==> src/rtl/pipe_adc_merge.sv <==
module pipe_adc_merge #(
  parameter int N_MID   = 8,
  parameter int FRONT_W = 4,
  parameter int FLASH_W = 3,
  parameter int OUT_W   = 12
) (
  input  logic                 clk,
  input  logic                 rst,
  input  logic [FRONT_W-1:0]   front_code,
  input  logic [2*N_MID-1:0]   mid_codes,
  input  logic [FLASH_W-1:0]   flash_code,
  output logic [OUT_W-1:0]     result,
  output logic                 result_valid
);
  localparam int LAST     = N_MID + 1;
  localparam int FLASH_SH = FLASH_W - 1;
  localparam int FRONT_SH = FLASH_SH + N_MID;
  localparam int RES_BITS = (FRONT_W - 1) + N_MID + FLASH_W;
  localparam int DROP     = RES_BITS - OUT_W;
  localparam int SUM_W    = FRONT_W + FRONT_SH + 2;
  localparam int OFFSET   = (1 << FRONT_SH) - (1 << FLASH_SH);
  localparam int MAXV     = (1 << OUT_W) - 1;
  localparam int CNT_W    = $clog2(LAST + 2);

  logic [FRONT_W-1:0]          front_dl [LAST];
  logic [FRONT_W-1:0]          front_al;
  logic [N_MID-1:0][1:0]       mid_al;
  logic signed [SUM_W-1:0]     acc;
  logic signed [SUM_W-1:0]     scaled;
  logic [OUT_W-1:0]            res_d;
  logic [CNT_W-1:0]            fill;

  always_ff @(posedge clk) begin
    if (rst) begin
      for (int i = 0; i < LAST; i++) front_dl[i] <= '0;
    end else begin
      front_dl[0] <= front_code;
      for (int i = 1; i < LAST; i++) front_dl[i] <= front_dl[i-1];
    end
  end
  assign front_al = front_dl[LAST-1];

  for (genvar j = 1; j <= N_MID; j++) begin : g_mid
    localparam int DEPTH = LAST - j;
    logic [1:0] raw;
    logic [1:0] fixed;
    logic [1:0] dl [DEPTH];
    assign raw   = mid_codes[2*(j-1) +: 2];
    assign fixed = (raw == 2'd3) ? 2'd2 : raw;
    always_ff @(posedge clk) begin
      if (rst) begin
        for (int i = 0; i < DEPTH; i++) dl[i] <= '0;
      end else begin
        dl[0] <= fixed;
        for (int i = 1; i < DEPTH; i++) dl[i] <= dl[i-1];
      end
    end
    assign mid_al[j-1] = dl[DEPTH-1];
  end

  always_comb begin
    acc = SUM_W'(front_al) << FRONT_SH;
    for (int j = 1; j <= N_MID; j++)
      acc = acc + (SUM_W'(mid_al[j-1]) << (FRONT_SH - j));
    acc = acc + SUM_W'(flash_code) - SUM_W'(OFFSET);
  end

  assign scaled = acc >>> DROP;

  always_comb begin
    if (acc[SUM_W-1])                res_d = '0;
    else if (scaled > SUM_W'(MAXV))  res_d = OUT_W'(MAXV);
    else                             res_d = scaled[OUT_W-1:0];
  end

  always_ff @(posedge clk) begin
    if (rst) begin
      result <= '0;
      fill   <= '0;
    end else begin
      result <= res_d;
      if (fill != CNT_W'(LAST + 1)) fill <= fill + 1'b1;
    end
  end

  assign result_valid = (fill == CNT_W'(LAST + 1));
endmodule


==> config.mk <==
export PLATFORM = sky130hd
export DESIGN_NAME = pipe_adc_merge
export DESIGN_NICKNAME = d
export VERILOG_FILES = /design/src/rtl/pipe_adc_merge.sv
export SDC_FILE = /design/constraint.sdc
export NUM_CORES = 1
export LEC_CHECK = 0
export CAP_MARGIN = 20
export CORE_MARGIN = 2
export CORE_UTILIZATION = 61
export CTS_CLUSTER_DIAMETER = 100
export DETAILED_ROUTE_END_ITERATION = 8
export DONT_BUFFER_PORTS = 1
export HOLD_SLACK_MARGIN = 0.08
export PLACE_DENSITY = 0.77
export SLEW_MARGIN = 20
export SYNTH_ARGS = -nofsm -noshare
export SYNTH_HDL_FRONTEND = slang
export SYNTH_SLANG_ARGS = --single-unit
==> constraint.sdc <==
create_clock -name clk -period 3.7 [get_ports clk]
set_clock_uncertainty 0.2 [all_clocks]
set_input_delay 0.74 -clock clk [delete_from_list [all_inputs] [get_ports clk]]
set_output_delay 0.74 -clock clk [all_outputs]
set_load 0.02 [all_outputs]
==> results of run 1 <==
metal layers:
layer,global-route usage,wire [µm],part of all wire,up-vias
met5,0,0,0,-
met4,0.104,125,0.024,0
met3,0.0695,279,0.053,13
met2,0.268,2540,0.48,46
met1,0.185,2350,0.44,976
li1,-,-,-,1161
power by group:
| part | leakage (nW) | internal [mW] | total [mW] | switching [mW] |
|---|---|---|---|---|
| clock | 0.276 | 0.929 | 1.50 | 0.568 |
| combinational | 0.785 | 0.0336 | 0.0596 | 0.0260 |
| sequential | 1.01 | 1.36 | 1.37 | 0.00824 |
through the flow:
stage	instance area, µm²	cells	hold WS, ns
after floorplan	4130	355	0.214
final	4830	460	0.106
after global routing	4830	460	0.0845
after global placement	4160	417	0.216
after CTS	4830	460	0.0804
after detailed placement	4160	417	0.221
synth_stat cells (all sizes together), types with 2 or more instances:
master and count:
xor2 7, nor2b 101, a21oi 18, nor3b 8, a31oi 3, a21boi 2, buf 4, nor2 4
ha 23, dfxtp 124, a21o 6, xnor2 5, clkbuf 11, o21ai 2, o211ai 4, a211oi 2
nand2b 2, inv 19, nand2 2
cells by family after synthesis:
kind of cell	after synthesis	synth area share
AOI/OAI and AO/OA	39	0.0793
and+or+nand+nor	122	0.184
xor gates and xnor gates	12	0.0273
adders and majority gates	24	0.0745
buffers and inverters	34	0.0345
DFF	124	0.601
path summary, 6_finish.rpt:
check	end	slack [ns]	cells after the start	start
min	g_mid[1].dl[0][7]	0.11	1	rst
max reg2reg	result[11]	0.95	8	g_mid[7].dl[0][3]
min reg2reg	front_dl[0][13]	0.23	1	front_dl[0][9]
max	result[11]	0.95	8	g_mid[7].dl[0][3]
registers in the layout, summed over array words and instances, names as in the netlist:
name,count
g_mid.dl,72
front_dl,36
result,12
fill,4
cell type report:
type,instances,area (µm²),share of cell area
repair buffers,11,110,0.0228
well taps,77,96.3,0.0200
clock inverters,12,114,0.0236
flip-flops and latches,124,2480,0.514
multi-input cells,197,1510,0.312
clock buffers,20,445,0.0923
inverters,19,71.3,0.0148
what timing repair did:
item / in CTS / in global routing
hold buffers: 11 / 0
setup buffers: 0 / 0
hold endpoints to repair: 22 / 0
==> out/metrics.cfg, run 1 <==
[clock_tree]
clockBufferDepth = 2
cts.sinks = 124
cts_max_level = 4
clk_pin_slew_worst_paths_ns = 0.05
cts_buffers = 17
cts_root_buf = clkbuf_8
cts_tree = done
cts_resized = 0
insertion_delay_ns = 0.51

[synth]
synthArstFlopShare = 0
avgSynthCellArea_um2 = 11.6
synth-seq-area-share = 0.601
synth_seq_cells = 124
synth_cell_types = 34
synthesis.instances = 355
yosysTopAreaCell = dfxtp_1
syn_nets = 404
synth_area_leaders = dfxtp_1 (60%), nor2b_1 (15%), ha_1 (7.0%), a21oi_2 (2.3%), inv_1 (1.7%)
syn_area_um2 = 4130
synth_edf_count = 0
synth_flop_cell = dfxtp_1
synth_warnings = 0
synth_top_area_share = 0.601

[worst_setup_path]
arrival_ns = 2.90
crit_fanout = 12
crit_chain = ha_1 > ha_1 > a211oi_2 > o211ai_2 > a31oi_1 > o21bai_2 > xnor2_2 > a31oi_2
cp.required_ns = 3.85
cp_slowest_stage_delay_ns = 0.59
critPathMostFrequentCell = ha_1
critPathSlowestCell = xnor2_2
cp_num_buf_inv = 0
critPathTopFamily = compound AO/OA/AOI/OAI gates
crit_type = reg2reg
endpoint_kind = flop
start_kind = flop

[cells_and_area]
layout_commonest_cell = dfxtp_1
layout-area-overhead-vs-synth_pct = 16.8
n_antenna_cell = 0
final_cell_mix = dfxtp_1 (124), nor2b_1 (101), ha_1 (23), inv_1 (19), clkbuf_16 (16)
drive_gt1_frac = 0.133
fill_cells = 423
fin_util = 0.747
nets = 419

[worst_hold_path]
worst_hold_path_type = in2reg

[place]
place_congestion = 0.770
port_buffers = 0
dpl.hpwl_mm = 2.98
pre_cts_slack_ns = 0.634

[routing]
wl_mm = 5.30
dr.pass1.iters = 4
ant_nets = 0
viasPerCell = 4.77
drtIter0Drc = 61
wire_per_inst_um = 11.5
drc = 0
vias = 2196

[timing]
period_minus_slack_ns = 2.75
setup_ws_ns = 0.950
worst_pin_slew_ns = 0.743
tns_ns = 0
max_freq_mhz = 364
fin_crit_sh = 0.743
hold_violations = 0
rsz0062_at_grt = false
report.final.slew_viol_count = 0
finalSetupViolations = 0
relSlewSlack = 0.502

[floorplan]
start_util = 0.640
core_area_um2 = 6460
design.portCount = 38
die_x_um = 86.3
die_h_um = 86.3
die-area_um2 = 7450
fp-row-count = 29

[grt]
grt_pass1_wl_mm = 9.32
grt_use_total = 0.167
grt_max_degree = 81
antenna_found_initial = 0
grt_pass1_vias = 2181
gr-total-overflow = 0

[run_status]
status = finished, final reports clean

[power_and_ir_drop]
irDropWorstVdd_mv = 0.418
total_power_mw = 2.93
leakagePower_nw = 2.07
powerDensity_nw_per_um2 = 607

[run]
max_cap_viol_count = 0

(Power assumes the default switching activity.)
==> run 2, diff against run 1 <==
Clock period 3.7 ns to 2.65 ns, I/O delays scaled along.
==> out/metrics.cfg, run 2 (synthesized netlist as in run 1, its figures left out) <==
[run_status]
status = finished, final reports clean

[routing]
ant_nets = 0
wire_per_inst_um = 12.4
drc = 0
dr.pass1.iters = 4
viasPerCell = 4.81
vias = 2316
drtIter0Drc = 70
wl_mm = 5.96

[clock_tree]
clockBufferDepth = 2
cts.sinks = 124
cts_buffers = 17
cts_max_level = 4
insertion_delay_ns = 0.51
cts_root_buf = clkbuf_8
clk_pin_slew_worst_paths_ns = 0.06
cts_tree = done

[timing]
hold_violations = 0
max_freq_mhz = 398
report.final.slew_viol_count = 0
fin_crit_sh = 0.948
period_minus_slack_ns = 2.51
whs_ns = 0.122
finalSetupViolations = 0
setup_ws_ns = 0.137
worst_pin_slew_ns = 0.386
relSlewSlack = 0.743
tns_ns = 0

[place]
pre_cts_slack_ns = -0.145
placed_area_um2 = 4200
port_buffers = 0
place_congestion = 0.746
dpl.hpwl_mm = 2.96
placed_cells = 421

[worst_setup_path]
crit_fanout = 3
crit_type = reg2reg
critPathSlowestCell = fa_2
cp_slowest_stage_delay_ns = 0.33
critPathTopFamily = adder cells
cp_num_buf_inv = 2
cp.required_ns = 2.88
arrival_ns = 2.74
endpoint_kind = flop
crit_chain = ha_1 > ha_2 > inv_1 > fa_2 > nand2b_4 > a21oi_4 > o211ai_2 > a21boi_2 > o31ai_4 > buf_4 > a31oi_2
start_kind = flop

[floorplan]
core_area_um2 = 6460
start_util = 0.640
die_x_um = 86.3
die_h_um = 86.3
design.portCount = 38
die-area_um2 = 7450
fp-row-count = 29

[cells_and_area]
fin_area_um2 = 5120
n_antenna_cell = 0
reg.largest.list = g_mid.dl: 72 flops, front_dl: 36 flops, result: 12 flops
multi_input_area_um2 = 1530
regMostFlops = g_mid.dl
fill_cells = 379
stdcell_count = 481
largest_reg_flops = 72
layout-area-overhead-vs-synth_pct = 24.0
drive_gt1_frac = 0.156
seq_area_um2 = 2480
final_cell_mix = dfxtp_1 (124), nor2b_1 (101), dlygate4sd3_1 (24), ha_1 (21), inv_1 (19)
fin_util = 0.793
nets = 440
layout_commonest_cell = dfxtp_1

[grt]
grt_use_total = 0.184
grt_max_degree = 109
grt_pass1_vias = 2433
grt_pass1_wl_mm = 10.4
gr-total-overflow = 0
antenna_found_initial = 0

[power_and_ir_drop]
irDropWorstVdd_mv = 0.632
swShare = 0.202
p_int_mw = 3.46
p_clk_frac = 0.530
leakagePower_nw = 2.22
powerDensity_nw_per_um2 = 846
power.switching_uw = 877
pwr-share-seq = 0.442
power_frac_comb = 0.027
total_power_mw = 4.34

[run]
max_cap_viol_count = 0

[worst_hold_path]
worst_hold_path_type = in2reg

-- run 2: changes by cell type in the layout (fill, tap and decap cells not counted), moves of 2 or more --
cell,previous run,this run
ha_1,23,21
ha_2,0,2
buf_4,0,5
clkinvlp_4,1,3
clkinv_2,3,1
bufinv_16,1,3
dlygate4sd3_1,11,24
clkinv_4,5,3
-- run 2: area by class of cell --
cell class | count | share of cell area
Tap cell | 77 | 0.0188
Clock buffer | 20 | 0.0870
Multi-Input combinational cell | 197 | 0.298
Clock inverter | 12 | 0.0315
Timing Repair Buffer | 32 | 0.0657
Sequential cell | 124 | 0.485
Inverter | 19 | 0.0139
-- run 2: path summary, 6_finish.rpt --
path	startpoint	cells after the start	slack, ns	endpoint
max	g_mid[8].dl[0][1]	11	0.14	result[11]
min reg2reg	front_dl[0][11]	1	0.23	front_dl[0][15]
min	rst	4	0.12	result[11]
max reg2reg	g_mid[8].dl[0][1]	11	0.14	result[11]
-- run 2: routing by layer --
layer / vias to the layer above / wire [µm] / track usage
met5: - / 0 / 0
met3: 12 / 273 / 0.0781
li1: 1206 / - / -
met2: 54 / 3030 / 0.300
met1: 1044 / 2560 / 0.207
met4: 0 / 89 / 0.0923
-- run 2: worst register-to-register path: cells and delay by family, from the launching register on --
kind | cells | cell delay (ns)
fa+ha+maj | 3 | 0.82
flops | 1 | 0.30
simple gates | 1 | 0.16
buf+inv | 2 | 0.19
compound gates | 5 | 0.77
-- run 2: power by group through the flow --
stage	combinational (mW)	sequential, mW	clock, mW
2_1_floorplan	0.0744	1.95	0
4_1_cts	0.117	1.92	2.34
5_1_grt	0.135	1.92	2.43
3_5_place_dp	0.0646	1.96	0
3_3_place_gp	0.0624	1.96	0
6_report	0.119	1.92	2.30
-- run 2: what timing repair did --
item,4_1_cts,5_1_grt
setup buffers,0,3
setup endpoints to repair,2,12
hold buffers,25,0
pin swaps,1,4
gates cloned,0,0
resized for setup,0,6
endpoints found under the hold margin,112,0
